$ cat config.mk
export PLATFORM = sky130hd
export DESIGN_NAME = rsc_top
export DESIGN_NICKNAME = d
export VERILOG_FILES = /design/src/rtl/rsc_pkg.sv /design/src/rtl/rsc_decode.sv /design/src/rtl/rsc_regs.sv /design/src/rtl/rsc_top.sv
export SDC_FILE = /design/constraint.sdc
export NUM_CORES = 1
export LEC_CHECK = 0
export BUFFER_PORTS_ARGS = -buffer_cell sky130_fd_sc_hd__buf_2
export CORE_MARGIN = 4
export CORE_UTILIZATION = 40
export CTS_CLUSTER_DIAMETER = 80
export DETAILED_ROUTE_END_ITERATION = 8
export GPL_ROUTABILITY_DRIVEN = 1
export GPL_TIMING_DRIVEN = 0
export PLACE_DENSITY = 0.67
export SKIP_LAST_GASP = 1
export SYNTH_ARGS = -nofsm -noshare
export SYNTH_HDL_FRONTEND = slang
export SYNTH_SLANG_ARGS = --single-unit
$ cat constraint.sdc
create_clock -name clk -period 1.75 [get_ports clk]
set_clock_uncertainty 0.05 [all_clocks]
set_input_delay 0.175 -clock clk [delete_from_list [all_inputs] [get_ports clk]]
set_output_delay 0.175 -clock clk [all_outputs]
set_load 0.01 [all_outputs]
$ cat src/rtl/rsc_pkg.sv
package rsc_pkg;
  typedef enum logic [1:0] {
    SZ_BYTE  = 2'd0,
    SZ_WORD  = 2'd1,
    SZ_DWORD = 2'd2,
    SZ_RSVD  = 2'd3
  } io_size_e;

  localparam int unsigned DATA_W     = 16;
  localparam int unsigned SLP_LSB    = 10;
  localparam int unsigned SLP_W      = 3;
  localparam int unsigned SLP_EN_BIT = 13;

  // stored image of a control write: drops the enable bit, reserved bits and the mode bit
  function automatic logic [DATA_W-1:0] ctl_store(input logic [DATA_W-1:0] w);
    return {3'b000, w[12:2], 2'b00};
  endfunction

  // soft-off trigger: enable bit written together with the matching sleep type
  function automatic logic soft_off_hit(input logic [DATA_W-1:0] w,
                                        input logic [SLP_W-1:0] typ);
    return w[SLP_EN_BIT] && (w[SLP_LSB +: SLP_W] == typ);
  endfunction
endpackage

$ cat src/rtl/rsc_decode.sv
module rsc_decode
  import rsc_pkg::*;
#(
  parameter int unsigned        ADDR_W   = 16,
  parameter logic [ADDR_W-1:0]  RST_ADDR = 16'h0CF9,
  parameter logic [ADDR_W-1:0]  CTL_ADDR = 16'h0404,
  parameter logic [ADDR_W-1:0]  CMD_ADDR = 16'h00B2
) (
  input  logic              clk,
  input  logic              rst_n,
  input  logic [ADDR_W-1:0] addr,
  input  logic              rd,
  input  logic              wr,
  input  io_size_e          size,
  output logic              rst_wr,
  output logic              rst_rd,
  output logic              ctl_wr,
  output logic              ctl_rd,
  output logic              cmd_wr,
  output logic              bad_acc,
  output logic              acc_err
);
  logic sel_rst, sel_ctl, sel_cmd, one_op, any_sel;
  logic rst_ok, ctl_ok, cmd_ok;

  always_comb begin
    sel_rst = (addr == RST_ADDR);
    sel_ctl = (addr == CTL_ADDR);
    sel_cmd = (addr == CMD_ADDR);
    one_op  = rd ^ wr;
    any_sel = (sel_rst || sel_ctl || sel_cmd) && (rd || wr);
    rst_ok  = sel_rst && one_op && (size == SZ_BYTE);
    ctl_ok  = sel_ctl && one_op && (size == SZ_WORD);
    cmd_ok  = sel_cmd && wr && !rd && (size == SZ_BYTE);
    rst_wr  = rst_ok && wr;
    rst_rd  = rst_ok && rd;
    ctl_wr  = ctl_ok && wr;
    ctl_rd  = ctl_ok && rd;
    cmd_wr  = cmd_ok;
    bad_acc = any_sel && !(rst_ok || ctl_ok || cmd_ok);
  end

  always_ff @(posedge clk) begin
    if (!rst_n) acc_err <= 1'b0;
    else        acc_err <= bad_acc;
  end

  p_onehot_strobe_r7: assert property (@(posedge clk) disable iff (!rst_n)
    $onehot0({rst_wr, rst_rd, ctl_wr, ctl_rd, cmd_wr}));
  p_bad_no_strobe_r7: assert property (@(posedge clk) disable iff (!rst_n)
    bad_acc |-> !(rst_wr || rst_rd || ctl_wr || ctl_rd || cmd_wr));
  p_err_single_r7: assert property (@(posedge clk) disable iff (!rst_n)
    (acc_err && !bad_acc) |=> !acc_err);
endmodule

$ cat src/rtl/rsc_regs.sv
module rsc_regs
  import rsc_pkg::*;
#(
  parameter logic [7:0]       CMD_ON       = 8'hA0,
  parameter logic [7:0]       CMD_OFF      = 8'hA1,
  parameter logic [SLP_W-1:0] SOFT_OFF_TYP = 3'd5
) (
  input  logic              clk,
  input  logic              rst_n,
  input  logic              rst_wr,
  input  logic              ctl_wr,
  input  logic              cmd_wr,
  input  logic [DATA_W-1:0] wdata,
  output logic [7:0]        rst_val,
  output logic [DATA_W-1:0] ctl_val,
  output logic              sci_en,
  output logic              rst_req,
  output logic              poff_req
);
  logic [7:0]        rst_q;
  logic [DATA_W-1:0] ctl_q;
  logic              sci_q;
  logic              cmd_on_hit, cmd_off_hit, rst_fire, off_fire;

  always_comb begin
    cmd_on_hit  = cmd_wr && (wdata[7:0] == CMD_ON);
    cmd_off_hit = cmd_wr && (wdata[7:0] == CMD_OFF);
    rst_fire    = rst_wr && wdata[2];
    off_fire    = ctl_wr && soft_off_hit(wdata, SOFT_OFF_TYP);
  end

  always_ff @(posedge clk) begin
    if (!rst_n) begin
      rst_q    <= '0;
      ctl_q    <= '0;
      sci_q    <= 1'b0;
      rst_req  <= 1'b0;
      poff_req <= 1'b0;
    end else begin
      rst_req  <= rst_fire;
      poff_req <= off_fire;
      if (rst_wr) rst_q <= wdata[7:0];
      if (ctl_wr) ctl_q <= ctl_store(wdata);
      if (cmd_on_hit)       sci_q <= 1'b1;
      else if (cmd_off_hit) sci_q <= 1'b0;
    end
  end

  assign rst_val = rst_q;
  assign ctl_val = ctl_q | {{(DATA_W-1){1'b0}}, sci_q};
  assign sci_en  = sci_q;

  p_rst_req_cause_r2: assert property (@(posedge clk) disable iff (!rst_n)
    rst_req |-> ($past(rst_wr) && $past(wdata[2])));
  p_no_rst_bit2_clear_r2: assert property (@(posedge clk) disable iff (!rst_n)
    (rst_wr && !wdata[2]) |=> !rst_req);
  p_sci_hold_ctl_r4: assert property (@(posedge clk) disable iff (!rst_n)
    ctl_wr |=> (sci_q == $past(sci_q)));
  p_poff_cause_r5: assert property (@(posedge clk) disable iff (!rst_n)
    poff_req |-> ($past(ctl_wr) && $past(wdata[13]) && ($past(wdata[12:10]) == SOFT_OFF_TYP)));
  p_cmd_other_ignored_r6: assert property (@(posedge clk) disable iff (!rst_n)
    (cmd_wr && (wdata[7:0] != CMD_ON) && (wdata[7:0] != CMD_OFF)) |=> $stable(sci_q));
  p_cmd_on_sets_r6: assert property (@(posedge clk) disable iff (!rst_n)
    (cmd_wr && (wdata[7:0] == CMD_ON)) |=> sci_q);
endmodule

$ cat src/rtl/rsc_top.sv
module rsc_top
  import rsc_pkg::*;
#(
  parameter logic [15:0] RST_ADDR     = 16'h0CF9,
  parameter logic [15:0] CTL_ADDR     = 16'h0404,
  parameter logic [15:0] CMD_ADDR     = 16'h00B2,
  parameter logic [7:0]  CMD_ON       = 8'hA0,
  parameter logic [7:0]  CMD_OFF      = 8'hA1,
  parameter logic [2:0]  SOFT_OFF_TYP = 3'd5
) (
  input  logic        clk,
  input  logic        rst_n,
  input  logic [15:0] io_addr,
  input  logic        io_rd,
  input  logic        io_wr,
  input  logic [1:0]  io_size,
  input  logic [15:0] io_wdata,
  output logic [15:0] io_rdata,
  output logic        rst_req,
  output logic        poff_req,
  output logic        acpi_en,
  output logic        acc_err
);
  logic              rst_wr, rst_rd, ctl_wr, ctl_rd, cmd_wr, bad_acc;
  logic [7:0]        rst_val;
  logic [DATA_W-1:0] ctl_val;
  logic [DATA_W-1:0] rdata_q;
  io_size_e          size_e;

  assign size_e = io_size_e'(io_size);

  rsc_decode #(
    .ADDR_W(16), .RST_ADDR(RST_ADDR), .CTL_ADDR(CTL_ADDR), .CMD_ADDR(CMD_ADDR)
  ) u_decode (
    .clk(clk), .rst_n(rst_n), .addr(io_addr), .rd(io_rd), .wr(io_wr), .size(size_e),
    .rst_wr(rst_wr), .rst_rd(rst_rd), .ctl_wr(ctl_wr), .ctl_rd(ctl_rd),
    .cmd_wr(cmd_wr), .bad_acc(bad_acc), .acc_err(acc_err)
  );

  rsc_regs #(
    .CMD_ON(CMD_ON), .CMD_OFF(CMD_OFF), .SOFT_OFF_TYP(SOFT_OFF_TYP)
  ) u_regs (
    .clk(clk), .rst_n(rst_n), .rst_wr(rst_wr), .ctl_wr(ctl_wr), .cmd_wr(cmd_wr),
    .wdata(io_wdata), .rst_val(rst_val), .ctl_val(ctl_val), .sci_en(acpi_en),
    .rst_req(rst_req), .poff_req(poff_req)
  );

  always_ff @(posedge clk) begin
    if (!rst_n)      rdata_q <= '0;
    else if (rst_rd) rdata_q <= {8'h00, rst_val};
    else if (ctl_rd) rdata_q <= ctl_val;
  end

  assign io_rdata = rdata_q;

  p_rdata_hold_r9: assert property (@(posedge clk) disable iff (!rst_n)
    !(rst_rd || ctl_rd) |=> $stable(io_rdata));
  p_err_no_req_r7: assert property (@(posedge clk) disable iff (!rst_n)
    bad_acc |=> !(rst_req || poff_req));
endmodule

# After elaboration in Yosys (flattened, before gate mapping)
# Index checks and enable logic that the tools add are counted.
word_totals:
  ff_bits: 36
  word_cells: 51
op_classes:
  mux: 4
  reduce_logical: 29
  bitwise_logic: 3
  n_eq_ne: 7
ops:
  columns: ["op", "count"]
  rows:
  - ["1-bit logical AND", 18]
  - ["16-bit by 11-bit == test with 1-bit output, second input constant", 1]
  - ["16-bit by 12-bit == test with 1-bit output, second input constant", 1]
  - ["16-bit by 8-bit == test with 1-bit output, second input constant", 1]
  - ["8-bit == test, second input constant", 2]
  - ["8-bit two-way mux", 2]
  - ["13-bit by 1-bit OR with 13-bit output", 1]
  - ["1-bit logical OR", 5]
  - ["2-bit nonzero test", 2]
  - ["3-bit == test, second input constant", 1]
  - ["2-bit by 1-bit == test with 1-bit output, second input constant", 1]
  - ["1-bit logical NOT", 2]
  - ["2-bit logical NOT", 1]
  - ["1-bit two-way mux", 2]
  - ["2-bit OR reduction", 1]
  - ["1-bit inverter", 1]
  - ["1-bit bitwise XOR", 1]

# Longest topological paths before layout
# Gate-level depths: netlist of the first run.
logic_depth:
  depth_word: 7
  ltp_mapped: 8
  depth_no_buf: 6

# Modules after synthesis
# A second synthesis of the first run with hierarchy kept.
hier_totals:
  cells_unflattened: 172
  hier_area_um2: 1854.3
modules_own_cells:
  columns: ["mod", "seq_area_each_um2", "area_per_inst_um2", "n_inst", "cells_each"]
  rows:
  - ["rsc_regs", 440.4, 894.6, 1, 79]
  - ["rsc_top", 320.3, 708.2, 1, 62]
  - ["rsc_decode", 20.0, 251.5, 1, 31]

# Least setup slack after synthesis of the first run
# OpenSTA, ideal clock, no wires.
synth_path:
  path_type: "input to register"
  start: "input port io_rd"
  end: "register rdata_q[10], in the netlist io_rdata[10]"
  t_required_ns: 1.569
  path_slack_ns: -0.076
  setup_ns: 0.131
  arrival_time_ns: 1.646
  path_stages: 7
  path_cell_list: "clkbuf_1 -> inv_1 -> ha_1 -> nor4b_4 -> nand3_1 -> o21ai_1 -> a21oi_1"
synth_via:
  elab_chain_cells: 5
  word_cells_on_any_way: 8
  cone_classes: "bitwise: 1; reduce/logical: 7"
synth_lines:
  columns: ["item", "line", "rtl"]
  rows:
  - ["start: declaration", "rsc_top.sv:14", "input logic io_rd,"]
  - ["1-bit bitwise XOR", "rsc_decode.sv:30", "one_op = rd ^ wr;"]
  - ["1-bit logical AND (2 in a row)", "rsc_decode.sv:32", "rst_ok = sel_rst && one_op && (size == SZ_BYTE);"]
  - ["1-bit logical AND", "rsc_decode.sv:36", "rst_rd = rst_ok && rd;"]
  - ["2-bit OR reduction (no source line)", null, null]
  - ["end signal: assignment", "rsc_top.sv:50", "else if (rst_rd) rdata_q <= {8'h00, rst_val};"]
  - ["end signal: assignment", "rsc_top.sv:51", "else if (ctl_rd) rdata_q <= ctl_val;"]
  - ["end: declaration", "rsc_top.sv:27", "logic [DATA_W-1:0] rdata_q;"]
# Parallel ways exist; a longest one is shown, timed or not.
# A chain may end at the register's enable or synchronous reset.

# Worst setup path in the final report of the first run
layout_path:
  start: "input port io_rd"
  end: "register rdata_q[3], in the netlist io_rdata[3]"
layout_via:
  elab_chain_cells: 5
  word_cells_on_any_way: 9
  cone_classes: "mux: 1; bitwise: 1; reduce/logical: 7"
layout_lines:
  columns: ["item", "line"]
  rows:
  - ["1-bit bitwise XOR", "rsc_decode.sv:30"]
  - ["1-bit logical AND (on tied branches) (2 in a row)", "rsc_decode.sv:32, rsc_decode.sv:33"]
  - ["1-bit logical AND (on tied branches)", "rsc_decode.sv:36, rsc_decode.sv:38"]
  - ["8-bit two-way mux / 2-bit nonzero test (equally long branches)", null]
# Parallel ways exist; a longest one is shown, timed or not.

==> metrics.md, run 1 <==
| Metric | Value |
|---|---|
| Antenna violations before repair | 0 |
| Cells after Synth | about 230 |
| Post-synth EDFFs | 0 |
| Critical Path Most Common Cell | buf_6 |
| I/O pin cnt | between 50 and 60 |
| Synth Flop Type | dfxtp_1 |
| CP Launch Type | input pin |
| WS Path Type | in -> reg |
| Post-Place Cell Area | between 2000 and 2500 sq um |
| Die area | 5932 sq um |
| Hold WC Path Type | in -> reg |
| Drt total wl | about 5600 microns |
| Drt initial violations | ~160 |
| Crit path max-delay family | buffers and inverters |
| RSZ-0062 raised after global routing | no |
| Layout cells sized above 1 | between 30% and 40% |
| Hold Path Stages | 3 |
| Row count | 24 |
| Antenna Violating Nets Remaining | 0 |
| Vias | approximately 2000 |
| Post-CTS Hold Buffers | 0 |
| GP Congestion | 0.8848 |
| Clk Latency, worst-skew pair | 0.29 ns |
| Final min period | between 1.5 and 2 ns |
| Fillers | ~450 |
| Number of synthesized register bits | 36 |
| Hpwl dp | ~4100 microns |
| Fin util | a little under three fifths |
| Final setup viols | 0 |
| Vias in the first global route | between 1500 and 2000 |
| Slew Limit Fails | 0 |
| CTS clk-pin slew, worst paths | roughly 0.070 ns |
| Fin crit share | a little over nine tenths |
| Largest net degree at the start of global routing | 11 |
| PortBufs | 52 |
| Core ar. | 4474 sq um |
| Syn_area_per_cell | 8.432 sq um |
| Crit-path cells | buf_2 -> buf_6 -> inv_1 -> ha_1 -> nor4b_4 -> buf_6 -> nand4_1 -> buf_4 -> o21ai_0 -> a21oi_1 |
| Outcome | completed |
| Levels on crit path | 10 |
| Sequential area share after synthesis | ~38% |
| Worst EP arrival | 1.79 ns |
| Htree depth | 2 |
| Die W | approximately 77 microns |
| Total track usage | a little under a fifth |
| Tot Pwr | between 1.5 and 2 mW |
| Yosys warning count | 0 |
| Critical path's slowest cell | ha_1 |
| Leak | a little under 1 nW |
| DR WL/cell | 16.22 microns |
| Slew headroom | 60.33% |
| ANT cells | 0 |
| Asr flop ratio synth | 0% |
| Max IR drop VDD | a little under 0.3 mV |
| Layout area overhead | 31.25% |
| Area fraction of the dominant cell type after synthesis | a little under two fifths |
| Count of different cell masters after synthesis | 41 |
| Pwr dens | a little over 600 nW/um^2 |
| Mean number of vias per cell | a little under 6 |
| Largest stage delay, worst path | between 0.2 and 0.3 ns |
| Total gr overflow | 0 |
| Synth top area cells | dfxtp_1 38%, nand3_1 7.6%, a21boi_1 7.5%, o21ai_1 6.0%, and3_1 3.6% |
| Synth Cell Area | 1906 sq um |
| Length in cells of the worst reg-to-reg path | 3 |
| Biggest area consumer among synthesized cells | dfxtp_1 |
| Root buf cell | clkbuf_8 |
| Worst Setup End Kind | flip-flop |
| CP max FO | 6 |
| Post-route cell area | around 2500 sq um |
| Worst-Margin Slew | 0.5902 ns |
| Clock sinks | 36 |
| Hold slack final | 0.06186 ns |
| First-pass GRT wire length | just under 9000 microns |
| TritonCTS Buffers | 5 |
| First drt pass iteration count | 4 |
| Max Fclk | between 500 and 600 MHz |
| Starting Density | 42.59% |
| Worst Path Required | 1.87 ns |
| Crit path buf inv count | 5 |
| Nets@finish | 334 |
| DR DRC count | 0 |
| CTS tree | built |
| Max Cap Violations | 0 |
| Maximum root-to-sink buffer count | 2 |
| Final Hold Vio Count | 0 |
| Die H | 77.02 microns |
-- report_power, final --
group	internal [mW]	switching (mW)
Clock	0.271	0.291
Combinational	0.0750	0.0898
Sequential	0.819	0.000000619
Total	1.16	0.380
-- Yosys cell counts, types with 2 or more instances --
master,number
o31ai_1,7
buf_4,3
nand2_1,5
a2bb2oi_1,2
nand4_1,5
a32oi_1,7
or4_1,3
o21ai_0,10
nor2b_1,2
clkbuf_1,11
nand3b_1,2
and3_1,11
buf_2,5
nor4_1,5
o21ai_1,23
a21oi_1,12
dfxtp_1,36
a21boi_1,19
inv_1,3
and4_1,3
nand3_1,29
nor4_2,2
nor3_1,3
-- path summary, 6_finish.rpt --
check	start	end	slack [ns]
max	io_rd	io_rdata[3]$_SDFFE_PN0P_	0.08
min	io_wdata[13]	u_regs.poff_req$_SDFF_PN0_	0.06
max reg2reg	u_regs.sci_en$_SDFFE_PN0P_	io_rdata[0]$_SDFFE_PN0P_	0.78
min reg2reg	u_regs.rst_val[2]$_SDFFE_PN0P_	u_regs.rst_val[2]$_SDFFE_PN0P_	0.41
-- tightest hold or removal path, stage by stage --
cell and delay [ns]:
buf_2 0.09, nand2_1 0.05, nor3_1 0.04
-- cell families after synthesis --
family	synth area share, %
AOI/OAI and AO/OA	26.53
adders and majority gates	0.6565
buffers and inverters	6.040
DFF	37.82
muxes	0.5253
other	0.1968
and+or+nand+nor	28.23
-- stage by stage --
stage	setup TNS (ns)	cells	setup slack, ns
floorplan	0	228	0.02021
global placement	-15.01	332	-0.5068
detailed placement	-16.09	332	-0.5624
CTS	-0.02541	339	-0.02541
global route	0	347	0.01365
finish	0	347	0.08200
-- routing by layer --
| metal | track usage (%) | vias to the layer above | part of all wire (%) | wire, microns |
|---|---|---|---|---|
| met5 | 0 | - | 0 | 0 |
| met4 | 6.050 | 0 | 1.2 | 70 |
| met3 | 6.440 | 9 | 7.8 | 438 |
| met2 | 28.48 | 66 | 46 | 2601 |
| met1 | 23.81 | 919 | 45 | 2517 |
| li1 | - | 1005 | - | - |
-- sequential cells by signal, summed over array words and instances, names as in the netlist --
signal,count
io_rdata,13
u_decode.acc_err,1
u_regs.ctl_q,11
u_regs.poff_req,1
u_regs.rst_req,1
u_regs.rst_val,8
u_regs.sci_en,1
-- cell usage in the layout (no fill, tap or decap), types with 2 or more instances in the layout --
master / n
buf_2: 56
dfxtp_1: 36
nand3_1: 27
a21boi_1: 19
o21ai_1: 18
a21oi_1: 12
buf_4: 11
and3_1: 9
o21ai_2: 8
clkbuf_1: 7
a32oi_1: 7
o21ai_0: 6
buf_6: 5
nand4_1: 5
o31ai_1: 5
nand2_1: 5
nor4_1: 5
clkbuf_8: 5
inv_1: 3
or4_1: 3
nor3_1: 3
conb_1: 3
nor2b_1: 2
nor4_2: 2
o31ai_2: 2
nand3_4: 2
and4_1: 2
nand3b_1: 2
a2bb2oi_1: 2
-- area by class of cell --
cell class,count,area (sq um),area share [%]
inverter,3,11.26,0.4502
timing repair buffer,62,339.1,13.56
clock buffer,6,72.57,2.901
buffer,18,115.1,4.602
clock inverter,1,5.005,0.2001
multi-input combinational,169,1172,46.87
sequential,36,720.7,28.81
tap,52,65.06,2.601
-- repair_timing --
| action | 4_1_cts | 5_1_grt |
|---|---|---|
| cloned | 0 | 2 |
| gates resized for setup | 5 | 33 |
| buffers inserted | 1 | 8 |
| pin swaps | 0 | 4 |
| setup endpoints to repair | 33 | 31 |
(Power assumes the default switching activity.)
==> inputs of run 2 (changes only) <==
Settings changed: PLACE_DENSITY 0.67 to 0.68, SYNTH_HIERARCHICAL set to 1.
==> metrics.md, run 2 <==
| Metric | Value |
|---|---|
| Outcome | finished with violations |
| Failing checks | negative setup slack |
| Cell Int Power | 1.412 mW |
| Maximum root-to-sink buffer count | 2 |
| Fin crit share | 101.5% |
| PortBufs | 55 |
| Syn_area_per_cell | 10.80 sq um |
| Hold WC Path Type | in -> reg |
| RSZ-0062 raised after global routing | yes |
| Die H | about 76 microns |
| Synth Cell Area | around 1800 sq um |
| Commonest non-fill, non-tap cell in the layout | buf_2 |
| Yosys warning count | 6 |
| Power share of the combinational group | under 10% |
| Row count | 24 |
| Worst Setup End Kind | flip-flop |
| Routed wl met2 | 2158 microns |
| Worst EP arrival | 1.90 ns |
| Nets@finish | 290 |
| Highest routed layer | met4 |
| TritonCTS Buffers | 5 |
| Drt total wl | 4500 microns |
| I/O pin cnt | 58 |
| Fin util | between 60% and 70% |
| Hold slack final | between 0.015 and 0.02 ns |
| Final Hold Vio Count | 0 |
| Final min period | 1.776 ns |
| Worst Path Required | ~1.9 ns |
| Layout area overhead | 43.77% |
| Fin cells | around 300 |
| Most frequent cells in the layout | 53 x buf_2, 39 x dfxtp_1, 27 x mux2i_1 |
| Vias | between 1500 and 2000 |
| Pwr dens | approximately 670 nW/um^2 |
| WS Path Type | in -> reg |
| Switching part of the total power | 20.41% |
| Clk pwr share | between 40 and 50% |
| Tot Pwr | about 1.8 mW |
| Antenna Violating Nets Remaining | 0 |
| Leak | roughly 1.2 nW |
| GP Congestion | 0.8047 |
| Placed insts | 281 |
| DR DRC count | 0 |
| Cells after Synth | approximately 170 |
| Final TNS setup | -0.1004 ns |
| Clock sinks | 39 |
| Htree depth | 2 |
| Hpwl dp | approximately 2900 microns |
| Max reg flops | 16 |
| CTS tree | built |
| M1 WL | a little under 2000 microns |
| Total gr overflow | 0 |
| Mean number of vias per cell | slightly below 5 |
| Die W | between 70 and 80 microns |
| Root buf cell | clkbuf_8 |
| P_sw | ~360 uW |
| Antenna violations before repair | 0 |
| Dpl ws | -0.7635 ns |
| ANT cells | 0 |
| Sequential fraction of design power | around half |
| Max Cap Violations | 0 |
| Post-Place Cell Area | 2223 sq um |
| Post-route cell area | 2655 sq um |
| Max Fclk | around 560 MHz |
| CP Launch Type | input pin |
| Drt initial violations | between 40 and 50 |
| Setup ws final | -0.02565 ns |
| DR WL/cell | roughly 15 microns |
| First drt pass iteration count | 4 |
| Slew headroom | 63.35% |
| Worst-Margin Slew | roughly 0.55 ns |
| Slew Limit Fails | 0 |
| Max IR drop VDD | approximately 0.57 mV |
| First-pass GRT wire length | about 6900 microns |
| Final setup viols | 8 |
| Largest net degree at the start of global routing | 13 |
| DR WL met3 | just under 300 microns |
| Clk Latency, worst-skew pair | between 0.2 and 0.3 ns |
| Die area | 5768 sq um |
| CP max FO | 4 |
| Total track usage | between 10% and 20% |
| Vias in the first global route | 1448 |
| Core ar. | between 4000 and 5000 sq um |
| Starting Density | between 40% and 50% |
| Layout cells sized above 1 | about half |
| CTS clk-pin slew, worst paths | 0.07 ns |
-- run 2: worst paths after layout --
path,startpoint,to,slack [ns],depth (start not counted)
hold reg to reg,io_rdata[10]$_SDFFE_PP0P_,io_rdata[10]$_SDFFE_PP0P_,0.44,2
setup reg to reg,u_regs/sci_en$_SDFFE_PN0P_,io_rdata[0]$_SDFFE_PN0P_,0.69,3
setup / recovery,io_wr,u_regs/rst_val[7]$_SDFFE_PN0P_,-0.03,10
hold / removal,io_wdata[11],u_regs/poff_req$_SDFF_PN0_,0.02,2
-- run 2: critical path, cell delays in order --
cell and delay (ns):
buf_2 0.11, inv_2 0.09, ha_4 0.27, nand4b_1 0.17, buf_6 0.19, buf_6 0.12
nor4_4 0.29, buf_2 0.23, mux2i_1 0.19, nor2b_1 0.06
-- run 2: layout make-up --
cell class	count	area [sq um]
flip-flops and latches	39	780.7
clock buffers	6	82.58
repair buffers	71	460.4
clock inverters	2	35.03
multi-input cells	116	1099
fillers	371	1759
inverters	5	18.77
well taps	52	65.06
plain buffers	13	113.9
-- run 2: timing repair --
action                     CTS  global route
pin swaps                    4             9
setup endpoints to repair   26            35
resized for setup            7            32
setup buffers                9             4
cloned                       0             3
hold buffers                 0             0
-- run 2: power by group through the flow --
stage	clock, mW	sequential (mW)	combinational [mW]
floorplan	0	0.907	0.0425
global placement	0	0.907	0.110
detailed placement	0	0.907	0.110
CTS	0.780	0.886	0.116
global route	0.822	0.886	0.142
finish	0.756	0.887	0.132
-- run 2: per-layer routing --
metal  GRT usage, %  up-vias
li1               -      759
met4          5.338        0
met1          19.09      687
met3          4.621        7
met5              0        -
met2          22.60       56
==> inputs of run 3 (changes only) <==
Settings changed: CORE_UTILIZATION 40 to 46, PLACE_DENSITY 0.68 to 0.76.
==> metrics.md, run 3 (synthesis results as in run 2) <==
| Metric | Value |
|---|---|
| Outcome | completed |
| Row count | 22 |
| Max IR drop VDD | ~0.7 mV |
| Antenna violations before repair | 0 |
| Hpwl dp | between 2000 and 3000 microns |
| Total gr overflow | 0 |
| Final Hold Vio Count | 0 |
| CTS clk-pin slew, worst paths | around 0.070 ns |
| Setup ws final | between 0.06 and 0.07 ns |
| Critical R2R Capture | io_rdata[0]$_SDFFE_PN0P_ |
| Fin cells | a little under 300 |
| Layout area overhead | 37.80% |
| Pwr dens | roughly 600 nW/um^2 |
| Antenna Violating Nets Remaining | 0 |
| Layout cells sized above 1 | between 40% and 50% |
| Vias | 1509 |
| P_sw | 343.6 uW |
| Htree depth | 2 |
| Critical Path Most Common Cell | buf_4 |
| Fin crit share | a little over nine tenths |
| Fillers | roughly 290 |
| Dpl ws | -0.7241 ns |
| Worst Path Required | around 1.9 ns |
| Hold slack final | approximately 0.021 ns |
| R2R Setup Slk | around 0.7 ns |
| DR DRC count | 0 |
| Power share of the combinational group | under 10% |
| Hold Path Stages | 2 |
| Largest net degree at the start of global routing | 11 |
| DR WL/cell | roughly 15 microns |
| Worst hold endpoint | u_regs/poff_req$_SDFF_PN0_ |
| CP max FO | 5 |
| PortBufs | 55 |
| Leak | 1.125 nW |
| RSZ-0062 raised after global routing | yes |
| Mean number of vias per cell | 5.098 |
| Slew headroom | between 60% and 70% |
| Die W | roughly 71 microns |
| First drt pass iteration count | 4 |
| Commonest non-fill, non-tap cell in the layout | buf_2 |
| Clk pwr share | 34.8% |
| Vias in the first global route | around 1500 |
| Final TNS setup | 0 ns |
| I/O pin cnt | slightly below 60 |
| Clk Latency, worst-skew pair | between 0.2 and 0.3 ns |
| Worst Hold Launch | io_wdata[11] |
| Max reg flops | 16 |
| Largest stage delay, worst path | 0.42 ns |
| Starting Density | between 40% and 50% |
| Cell Int Power | 1.217 mW |
| First-pass GRT wire length | just over 7000 microns |
| WS Path Type | in -> reg |
| Reg2reg start | u_regs/sci_en$_SDFFE_PN0P_ |
| Crit path buf inv count | 4 |
| GP Congestion | 0.7520 |
| Slew Limit Fails | 0 |
| Final setup viols | 0 |
| Clock sinks | 39 |
| Core ar. | 3771 sq um |
| Worst Setup End Kind | flip-flop |
| Sequential fraction of design power | 56.9% |
| Max Fclk | a little under 600 MHz |
| Placed insts | approximately 280 |
| Root buf cell | clkbuf_8 |
| Die H | around 71 microns |
| Worst EP arrival | about 1.8 ns |
| ANT cells | 0 |
| Crit-path cells | buf_2 -> inv_4 -> ha_1 -> nand4b_1 -> buf_4 -> nor4_4 -> buf_4 -> nand2b_1 -> o211a_1 |
| Worst-Margin Slew | around 0.5 ns |
| Final min period | between 1.5 and 2 ns |
| Most frequent cells in the layout | 51 x buf_2, 39 x dfxtp_1, 27 x mux2i_1 |
| Die area | 5092 sq um |
| CP Launch Type | input pin |
| Crit path max-delay family | simple AND/OR/NAND/NOR gates |
| Total track usage | approximately 17% |
| Switching part of the total power | 22.02% |
| Drt total wl | around 4400 microns |
| Max Cap Violations | 0 |
| Maximum root-to-sink buffer count | 2 |
| CTS tree | built |
| Nets@finish | about 290 |
| Hold WC Path Type | in -> reg |
| TritonCTS Buffers | 5 |
| Critical path's slowest cell | nor4_4 |
| Fin util | between 60% and 70% |
| Length in cells of the worst reg-to-reg path | 3 |
| Drt initial violations | 59 |
-- run 3: changes by cell type in the layout (fill, tap and decap cells not counted), sizes merged --
cell,change
buf,-3
bufinv,-1
clkbuf,+1
clkinv,-1
-- run 3: worst max path at each step --
| stage | startpoint | end | slack [ns] | cells past startpoint |
|---|---|---|---|---|
| 5_1_grt | io_addr[15] | io_rdata[5]$_SDFFE_PN0P_ | -0.02 | 8 |
| 4_1_cts | io_wr | io_rdata[6]$_SDFFE_PN0P_ | -0.03 | 9 |
| 2_1_floorplan | io_rd | io_rdata[5]$_SDFFE_PN0P_ | -0.18 | 8 |
| 3_3_place_gp | io_addr[9] | io_rdata[15]$_SDFFE_PP0P_ | -0.66 | 7 |
| 3_5_place_dp | io_addr[9] | io_rdata[8]$_SDFFE_PP0P_ | -0.72 | 7 |
| 6_report | io_rd | io_rdata[4]$_SDFFE_PN0P_ | 0.06 | 9 |
-- run 3: stage by stage --
step | cell area (sq um) | power (mW)
detailed placement | 2218 | 1.019
CTS | 2466 | 1.564
finish | 2545 | 1.560
global route | 2545 | 1.626
global placement | 2218 | 1.017
floorplan | 1883 | 0.9499
-- run 3: repair_timing --
item                       4_1_cts  5_1_grt
setup endpoints to repair       26       35
cloned                           0        2
resized for setup               14       14
hold buffers                     0        0
pin swaps                       10       11
buffers inserted                10        3
-- run 3: final cells by class --
cell class                 instances  area [sq um]  area share, %
clock buffer                       6         72.57          2.852
sequential                        39         780.7          30.68
timing repair buffer              69         442.9          17.40
multi-input combinational        116          1055          41.45
inverter                           5         23.77         0.9341
tap                               48         60.06          2.360
buffer                            13         110.1          4.326
-- run 3: power groups by stage --
stage	clock network [mW]	logic, mW	registers (mW)
after global placement	0	0.110	0.907
after global routing	0.600	0.140	0.886
final	0.543	0.130	0.887
after floorplan	0	0.0425	0.907
after CTS	0.554	0.122	0.887
after detailed placement	0	0.111	0.907
-- run 3: per-layer routing --
layer  share of wire, %  routed length [microns]  GRT usage, %
met4                1.5                       64         4.384
met1                 43                     1898         22.07
met3                6.9                      304         5.049
met5                  0                        0             0
met2                 48                     2128         29.29
